**config.mk**
```make
export PLATFORM = sky130hd
export DESIGN_NAME = bank_mapper
export DESIGN_NICKNAME = d
export VERILOG_FILES = /design/src/rtl/bank_mapper_pkg.sv /design/src/rtl/bm_code_decode.sv /design/src/rtl/bm_switch_decode.sv /design/src/rtl/bank_mapper.sv
export SDC_FILE = /design/constraint.sdc
export NUM_CORES = 1
export LEC_CHECK = 0
export ABC_AREA = 0
export BUFFER_PORTS_ARGS = -buffer_cell sky130_fd_sc_hd__buf_4
export CORE_MARGIN = 1.5
export CORE_UTILIZATION = 48
export CTS_CLUSTER_SIZE = 8
export DETAILED_ROUTE_END_ITERATION = 8
export MAX_ROUTING_LAYER = met4
export PLACE_DENSITY = 0.77
export SLEW_MARGIN = 20
export SYNTH_ARGS = -nofsm -noshare
export SYNTH_HDL_FRONTEND = slang
export SYNTH_SLANG_ARGS = --single-unit
```
**constraint.sdc**
```tcl
create_clock -name clk -period 2.05 [get_ports clk]
set_input_delay 0.3075 -clock clk [delete_from_list [all_inputs] [get_ports clk]]
set_output_delay 0.3075 -clock clk [all_outputs]
set_load 0.02 [all_outputs]
```
**src/rtl/bank_mapper_pkg.sv**
```systemverilog
package bank_mapper_pkg;

    localparam int BM_ADDR_W  = 16;
    localparam int BM_DATA_W  = 8;
    localparam int BM_PAGE_W  = 7;
    localparam int BM_OFFS_W  = 13;

    // switch range and special addresses
    localparam logic [BM_ADDR_W-1:0] SW_LO     = 16'h6000;
    localparam logic [BM_ADDR_W-1:0] RB_BASE   = 16'h7FF0;
    localparam logic [BM_ADDR_W-1:0] CTRL_ADDR = 16'h7FF9;
    localparam int                   SW_SEL_LSB = 10;
    localparam int                   RB_EN_BIT  = 2;

    typedef enum logic [1:0] {
        MAP_ROM  = 2'd0,
        MAP_RAM  = 2'd1,
        MAP_HOLE = 2'd2
    } map_kind_e;

endpackage

```
**src/rtl/bm_code_decode.sv**
```systemverilog
module bm_code_decode
    import bank_mapper_pkg::*;
#(
    parameter int DATA_W = BM_DATA_W,
    parameter int PAGE_W = BM_PAGE_W
) (
    input  logic [DATA_W-1:0] code,
    output map_kind_e         kind,
    output logic [PAGE_W-1:0] page
);

    localparam int HI_W = DATA_W - 4;
    localparam logic [HI_W-1:0] SPECIAL_HI = HI_W'(1) << (HI_W - 1);

    logic special;

    always_comb begin
        special = (code[DATA_W-1:4] == SPECIAL_HI);
        page    = code[PAGE_W-1:0];
        if (special) begin
            kind = code[2] ? MAP_RAM : MAP_HOLE;
        end else begin
            kind = MAP_ROM;
        end
    end

endmodule

```
**src/rtl/bm_switch_decode.sv**
```systemverilog
module bm_switch_decode
    import bank_mapper_pkg::*;
#(
    parameter int ADDR_W      = BM_ADDR_W,
    parameter int NUM_REGIONS = 6
) (
    input  logic [ADDR_W-1:0]      addr,
    output logic                   in_switch,
    output logic                   in_ctrl,
    output logic [NUM_REGIONS-1:0] sel_oh
);

    localparam int SEL_W = 3;
    localparam int NONE  = 15;
    // scrambled slot code -> window index (NONE = ignored)
    localparam logic [3:0] SLOT_MAP [1 << SEL_W] =
        '{4'd2, 4'd0, 4'd3, 4'd1, 4'd4, 4'(NONE), 4'd5, 4'(NONE)};

    logic [SEL_W-1:0] slot_code;
    logic [3:0]       target;

    always_comb begin
        in_switch = (addr >= SW_LO) && (addr < RB_BASE);
        in_ctrl   = (addr == CTRL_ADDR);
        slot_code = addr[SW_SEL_LSB +: SEL_W];
        target    = SLOT_MAP[slot_code];
        sel_oh    = '0;
        for (int r = 0; r < NUM_REGIONS; r++) begin
            if (in_switch && (int'(target) == r)) begin
                sel_oh[r] = 1'b1;
            end
        end
    end

endmodule

```
**src/rtl/bank_mapper.sv**
```systemverilog
module bank_mapper
    import bank_mapper_pkg::*;
#(
    parameter int                 NUM_REGIONS = 6,
    parameter int                 ADDR_W      = BM_ADDR_W,
    parameter int                 DATA_W      = BM_DATA_W,
    parameter int                 PAGE_W      = BM_PAGE_W,
    parameter int                 OFFS_W      = BM_OFFS_W,
    parameter logic [DATA_W-1:0]  RESET_BANK  = 8'hA8
) (
    input  logic                      clk,
    input  logic                      rst_n,
    input  logic [ADDR_W-1:0]         cpu_addr,
    input  logic [DATA_W-1:0]         cpu_wdata,
    input  logic                      cpu_rd,
    input  logic                      cpu_wr,
    output logic [DATA_W-1:0]         cpu_rdata,
    output logic [PAGE_W+OFFS_W-1:0]  rom_addr,
    input  logic [DATA_W-1:0]         rom_data,
    output logic [OFFS_W-1:0]         ram_addr,
    output logic [DATA_W-1:0]         ram_wdata,
    output logic                      ram_we,
    input  logic [DATA_W-1:0]         ram_rdata
);

    localparam int RGN_W     = ADDR_W - OFFS_W;
    localparam int NUM_SLOTS = 1 << RGN_W;
    localparam int RB_IDX_W  = 3;
    localparam int RB_SLOTS  = 1 << RB_IDX_W;

    typedef struct packed {
        logic [NUM_REGIONS-1:0][DATA_W-1:0] bank;
        logic [DATA_W-1:0]                  ctrl;
    } state_t;

    state_t st_d, st_q;

    // ---------------- write-side decode ----------------
    logic                   sw_win;
    logic                   ctrl_hit;
    logic [NUM_REGIONS-1:0] sw_sel;

    bm_switch_decode #(
        .ADDR_W      (ADDR_W),
        .NUM_REGIONS (NUM_REGIONS)
    ) u_sw (
        .addr      (cpu_addr),
        .in_switch (sw_win),
        .in_ctrl   (ctrl_hit),
        .sel_oh    (sw_sel)
    );

    // ---------------- per-window bank decode ----------------
    map_kind_e         kind_all [NUM_SLOTS];
    logic [PAGE_W-1:0] page_all [NUM_SLOTS];

    for (genvar r = 0; r < NUM_SLOTS; r++) begin : g_win
        if (r < NUM_REGIONS) begin : g_mapped
            bm_code_decode #(
                .DATA_W (DATA_W),
                .PAGE_W (PAGE_W)
            ) u_dec (
                .code (st_q.bank[r]),
                .kind (kind_all[r]),
                .page (page_all[r])
            );
        end else begin : g_unmapped
            assign kind_all[r] = MAP_HOLE;
            assign page_all[r] = '0;
        end
    end

    // ---------------- readback slots ----------------
    logic [DATA_W-1:0] rb_regs [RB_SLOTS];

    for (genvar k = 0; k < RB_SLOTS; k++) begin : g_rb
        if (k < NUM_REGIONS) begin : g_live
            assign rb_regs[k] = st_q.bank[k];
        end else begin : g_zero
            assign rb_regs[k] = '0;
        end
    end

    // ---------------- next state ----------------
    always_comb begin
        st_d = st_q;
        if (cpu_wr) begin
            for (int r = 0; r < NUM_REGIONS; r++) begin
                if (sw_sel[r]) begin
                    st_d.bank[r] = cpu_wdata;
                end
            end
            if (ctrl_hit) begin
                st_d.ctrl = cpu_wdata;
            end
        end
    end

    always_ff @(posedge clk) begin
        if (!rst_n) begin
            st_q.bank <= {NUM_REGIONS{RESET_BANK}};
            st_q.ctrl <= '0;
        end else begin
            st_q <= st_d;
        end
    end

    // ---------------- read path ----------------
    logic [RGN_W-1:0]    rgn;
    logic                rgn_valid;
    map_kind_e           cur_kind;
    logic [PAGE_W-1:0]   cur_page;
    logic                rb_hit;
    logic [RB_IDX_W-1:0] rb_idx;

    always_comb begin
        rgn       = cpu_addr[ADDR_W-1:OFFS_W];
        rgn_valid = (int'(rgn) < NUM_REGIONS);
        cur_kind  = kind_all[rgn];
        cur_page  = page_all[rgn];
        rb_idx    = cpu_addr[RB_IDX_W-1:0];
        rb_hit    = st_q.ctrl[RB_EN_BIT] &&
                    (cpu_addr[ADDR_W-1:RB_IDX_W] == RB_BASE[ADDR_W-1:RB_IDX_W]);

        rom_addr  = {cur_page, cpu_addr[OFFS_W-1:0]};
        ram_addr  = cpu_addr[OFFS_W-1:0];
        ram_wdata = cpu_wdata;
        ram_we    = cpu_wr && !sw_win && !ctrl_hit && rgn_valid &&
                    (cur_kind == MAP_RAM);

        if (!cpu_rd || !rgn_valid) begin
            cpu_rdata = '1;
        end else if (rb_hit) begin
            cpu_rdata = rb_regs[rb_idx];
        end else begin
            unique case (cur_kind)
                MAP_RAM:  cpu_rdata = ram_rdata;
                MAP_ROM:  cpu_rdata = rom_data;
                default:  cpu_rdata = '1;
            endcase
        end
    end

    // ---------------- assertions ----------------
    AST_SLOT_ONE_LOADS_WIN0: assert property (@(posedge clk) disable iff (!rst_n)
        (cpu_wr && sw_win && cpu_addr[SW_SEL_LSB +: 3] == 3'd1)
        |=> (st_q.bank[0] == $past(cpu_wdata)));

    AST_IGNORED_SLOTS_HOLD: assert property (@(posedge clk) disable iff (!rst_n)
        (cpu_wr && sw_win && cpu_addr[SW_SEL_LSB] && cpu_addr[SW_SEL_LSB+2])
        |=> $stable(st_q.bank));

    AST_CTRL_WRITE_LOADS: assert property (@(posedge clk) disable iff (!rst_n)
        (cpu_wr && cpu_addr == CTRL_ADDR)
        |=> (st_q.ctrl == $past(cpu_wdata)));

    AST_RAM_WE_GUARDED: assert property (@(posedge clk) disable iff (!rst_n)
        ram_we |-> (cpu_wr && !sw_win && !ctrl_hit));

    AST_TOP_RANGE_READS_FF: assert property (@(posedge clk) disable iff (!rst_n)
        (cpu_rd && cpu_addr[ADDR_W-1:ADDR_W-2] == 2'b11)
        |-> (cpu_rdata == '1));

    AST_IDLE_READS_FF: assert property (@(posedge clk) disable iff (!rst_n)
        !cpu_rd |-> (cpu_rdata == '1));

endmodule

```
==> Word-level counts from Yosys, hierarchy flattened <==
Memory sizes are Yosys's and may differ from the RTL's.
Cells that the tools add are included.
{ "totals": {"regBits": 51, "mem_bits_ro": 32, "memories": 1} }
{ "classes": {"n_lt_le_gt_ge": 6, "n_eq_ne": 14, "n_mux": 32, "n_bitwise": 3, "reduce_logical": 26} }
{ "memory_table": {"columns": ["name", "words", "word_bits", "rd", "rd_clocked_by_memory_dff", "wr", "line_no", "rtl"], "rows": [
  ["(no name shown)", 8, 4, 1, 0, 0, "bm_switch_decode.sv:26", "target = SLOT_MAP[slot_code];"]
]} }
{ "ops": {"columns": ["cell", "count"], "rows": [
  ["$eq 4x4->1 const B", 8],
  ["$mux 8", 4],
  ["$mux 2", 14],
  ["$bmux 8 s3", 1],
  ["$bmux 7 s3", 1],
  ["$eq 16x15->1 const B", 1],
  ["$ge 16x15->1 const B", 1],
  ["$lt 16x15->1 const B", 1],
  ["$pmux 8 s2", 1],
  ["$mux 7", 2],
  ["$reduce_and 2->1", 7],
  ["$eq 13x12->1 const B", 1],
  ["$ge 4x4->1 const B", 3],
  ["$logic_and 1x1->1", 12],
  ["$not 3->4", 3],
  ["$eq 4x3->1 const B", 2],
  ["$mux 4", 2],
  ["$bmux 2 s3", 1],
  ["$mux 1", 6],
  ["$eq 4x2->1 const B", 1],
  ["$logic_not 1->1", 4],
  ["$logic_not 4->1", 1],
  ["$lt 3x3->1 const B", 1],
  ["$eq 2x1->1 const B", 1],
  ["2 further kinds", 2]
]} }

==> Longest topological paths before layout <==
{ "depth": {"ltp_word": 9, "ltp_mapped": 8, "depth_no_buf": 6} }

==> Cells and area by module <==
A second synthesis with hierarchy kept.
{ "unflattened": {"cells_unflattened": 476, "area_unflattened_um2": 3893.7} }
{ "by_module_without_submodules": {"columns": ["module", "n_inst", "cells_per_inst", "area_per_inst_um2", "seq_area_each_um2"], "rows": [
  ["bank_mapper", 1, 394, 3265.6, 980.9],
  ["bm_code_decode", 6, 10, 78.8, 0.0],
  ["bm_switch_decode", 1, 22, 155.1, 0.0]
]} }

==> Worst setup path after synthesis <==
OpenSTA, ideal clock, no wires.
{ "synth_timing": {"kind": "input -> output", "startpoint": "in cpu_addr[13]", "endpoint": "out cpu_rdata[0]", "arrival_time_ns": 1.965, "setup_slack_ns": -0.223, "path_stages": 8, "path_cell_list": "buf_2 -> nor4_1 -> nand3_1 -> a21oi_1 -> or2_2 -> clkbuf_1 -> nor3_1 -> o21ai_0"} }
{ "synth_between": {"elab_chain_len": 8, "elab_cells_between_ends": 14} }
{ "synth_rtl": {"columns": ["item", "line_no", "rtl"], "rows": [
  ["start: declaration", "bank_mapper.sv:13", "input logic [ADDR_W-1:0] cpu_addr,"],
  ["$not 3->4 (implied by the code)", "bank_mapper.sv:119", "cur_kind = kind_all[rgn];"],
  ["$bmux 2 s3", "bank_mapper.sv:119", null],
  ["$mux 2 (implied by the code) (2 in a row)", "bank_mapper.sv:119", null],
  ["$eq 2x1->1 or $logic_not 2->1 (tied branches)", "bank_mapper.sv:136", "unique case (cur_kind)"],
  ["$pmux 8 s2", "bank_mapper.sv:136", null],
  ["$mux 8", "bank_mapper.sv:133", "end else if (rb_hit) begin"],
  ["$mux 8 *", "bank_mapper.sv:131", "if (!cpu_rd || !rgn_valid) begin"],
  ["end: declaration", "bank_mapper.sv:17", "output logic [DATA_W-1:0] cpu_rdata,"]
]} }
Every way passes the cells marked *; elsewhere a longest branch is shown, timed or not. The select of a mux whose other input is x is not followed.

==> Final worst setup path <==
{ "layout_timing": {"startpoint": "reg st_q, in the netlist rb_regs[38]", "endpoint": "out cpu_rdata[5]"} }
{ "layout_between": {"elab_chain_len": 9, "elab_cells_between_ends": 10} }
{ "layout_rtl": {"columns": ["item", "line_no", "rtl"], "rows": [
  ["start: declaration", "bank_mapper.sv:36", "state_t st_d, st_q;"],
  ["start signal: assignment", "bank_mapper.sv:104", "st_q <= st_d;"],
  ["$eq 4x4->1 *", "bm_code_decode.sv:18", "special = (code[DATA_W-1:4] == SPECIAL_HI);"],
  ["$mux 2 *", "bm_code_decode.sv:20", "if (special) begin"],
  ["$bmux 2 s3 *", "bank_mapper.sv:119", null],
  ["$mux 2 (implied by the code) * (2 in a row)", "bank_mapper.sv:119", null],
  ["$eq 2x1->1 or $logic_not 2->1 (tied branches)", "bank_mapper.sv:136", null],
  ["$pmux 8 s2 *", "bank_mapper.sv:136", null],
  ["$mux 8 *", "bank_mapper.sv:133", null],
  ["$mux 8 *", "bank_mapper.sv:131", null]
]} }
Marks and branches as above.

==> impl_metrics.tcl <==
set metrics [dict create \
    status "complete, but fails checks" \
    violations "negative setup slack" \
    tightest_slew_ns 0.4348 \
    wl_mm 10.05 \
    syn2layout_area_growth_pct 40.03 \
    relSlewSlack 0.7101 \
    multi_input_area_mm2 0.002243 \
    hold_path.class "input port to flop" \
    netlist_instances 364 \
    place_ws_ns -0.2662 \
    ios 94 \
    required_ns 1.74 \
    cpPeakStageDelay_ns 0.34 \
    cts_hold_buf 0 \
    wire_per_inst_um 18.37 \
    end_kind "output port" \
    final_nets 513 \
    rows 30 \
    cts-root-buf "clkbuf_8" \
    worstPathArrival_ns 2.05 \
    cap_violations 0 \
    power_uw 1990 \
    detailed_place_hpwl_mm 7.126 \
    via_per_inst 5.647 \
    grt_pass1_wl_mm 16.01 \
    synthesis.area_mm2 0.003344 \
    grt_antenna_before_repair 0 \
    finalSetupViolations 9 \
    ys_warn_count 0 \
    grt_max_degree 50 \
    worstSetupPathType "flop to output port" \
    ys_seq_elements 49 \
    hold_viol_final 0 \
    synth_edf_count 0 \
    clock-sinks 49 \
    syn_area_per_cell_um2 9.188 \
    cp_cell_sequence "nor4b_2, buf_4, nand3_4, a21oi_4, nor4_4, buf_12, a211oi_2, o21ai_2, buf_6" \
    h-tree-depth 2 \
    synth-async-reset-ratio 0 \
    cts_buffer_depth 2 \
    gp_congestion 0.8712 \
    final_common_cell "buf_4" \
    nFillCells 510 \
    ff_latch_area_um2 988.4 \
    layout-drive-gt1-share 0.4818 \
    post-route-util 0.6931 \
    port_buffers 93 \
    drt_iter0_drc 234 \
    irDropWorstVdd_mv 0.3333 \
    critical_path_buf_inv_count 3 \
    fin_cells 547 \
    antenna_cells 0 \
    drv_slew 0 \
    clk_latency_ns 0.30 \
    drc 0 \
    synth_ff_type "dfxtp_1" \
    fmax_mhz 423.9 \
    path_delay_family "compound AO/OA/AOI/OAI gates" \
    rsz0062_at_grt "true" \
    chipHeight_um 86.47 \
    power_density_mw_per_mm2 424.9 \
    numCtsBuffers 5 \
    ant_nets 0 \
    first_pass_iters 5 \
    cp_slowest_cell "dfxtp_2" \
    period_share 1.151 \
    globalRouteOverflowTotal 0 \
    start_kind "flop" \
    power_leakage_uw 0.001974 \
    vias 3089 \
    ys_types 36 \
    placedCellCount 537 \
    clkSlewWorstSetupHoldPaths_ns 0.09 \
    gr-usage-all-layers 0.2844 \
    die_area_mm2 0.007477 \
    grt_pass1_vias 3222 \
    die_w_um 86.47 \
    coreArea_mm2 0.006756 \
    crit_fanout 7 \
    finClkSkew_ns 0 \
    ys_seq_area_frac 0.2933 \
    floorplan.initialDensity 0.4950 \
    fin_crit_ns 2.359 \
    fin_ws_ns -0.3093 \
    syn_nets 410 \
    final_cell_mix "buf_4 (138), mux2i_1 (64), dfxtp_1 (43), nand2_1 (35), nor2b_1 (32)" \
    cts_tree "built" \
]
## cell families after synthesis
| logic type | share of synthesized area |
|---|---|
| AOI/OAI and AO/OA | 0.07969 |
| adders and majority gates | 0.007481 |
| buffers and inverters | 0.1250 |
| DFF | 0.2933 |
| muxes | 0.2926 |
| and+or+nand+nor | 0.2020 |
## path summary, 6_finish.rpt
kind | cells after the start | start | to | slack, ns
worst max-delay path | 9 | rb_regs[38] | cpu_rdata[5] | -0.31
worst min-delay path | 3 | cpu_wdata[3] | rb_regs[51] | 0.28
worst max register to register | 3 | rb_regs[53] | rb_regs[53] | 1.18
worst min register to register | 2 | rb_regs[51] | rb_regs[51] | 0.51
## synthesized netlist by cell type (9+ instances only)
master / count / area share
buf_4: 35 / 0.079
dfxtp_1: 49 / 0.29
nor2b_1: 32 / 0.060
mux2i_1: 64 / 0.19
mux4_2: 15 / 0.10
o22ai_1: 16 / 0.030
nor3_1: 9 / 0.013
nand2_1: 35 / 0.039
clkbuf_1: 12 / 0.013
o21ai_0: 11 / 0.016
inv_1: 18 / 0.020
## sequential cells by signal, indices dropped and copies added (netlist names)
name and cells:
rb_regs 48, st_q 1
## metal layers
layer | global-route usage | wire (um) | vias to the layer above
li1 | - | - | 1471
met1 | 0.3311 | 4166 | 1484
met2 | 0.4915 | 5226 | 117
met3 | 0.05238 | 523 | 17
met4 | 0.09971 | 131 | 0
met5 | - | 0 | -
## worst reg2reg max path: stages, from the launching register on
cell and delay, ns:
dfxtp_1 0.34, buf_4 0.14, mux2i_1 0.17, nand2_1 0.09
## where the power goes
part,switching (uW),internal (uW),leakage (uW)
logic,234,208,0.00153
clock network,324,267,0.0000433
registers,2.99,954,0.000395
total,561,1430,0.00197
## stage by stage
step / cell area, um2 / TNS, ns / hold WS [ns]
after global placement: 4255 / -3.236 / 0.4761
after global routing: 4683 / -3.374 / 0.2915
final: 4683 / -2.419 / 0.2809
after detailed placement: 4255 / -5.036 / 0.4827
after CTS: 4624 / -2.034 / 0.2806
after floorplan: 3374 / 0 / 0.4326
## layout make-up
type / count / area share
inverters: 18 / 0.01443
multi-input cells: 242 / 0.4790
flip-flops and latches: 49 / 0.2111
repair buffers: 151 / 0.2549
well taps: 80 / 0.02137
clock inverters: 1 / 0.001603
clock buffers: 6 / 0.01763
## timing repair
item	in CTS	in global routing
gates cloned	2	0
pin swaps	26	13
gates resized for setup	51	12
setup endpoints to repair	9	9
setup buffers	2	2
No activity file was read; power rests on OpenSTA's default activity.
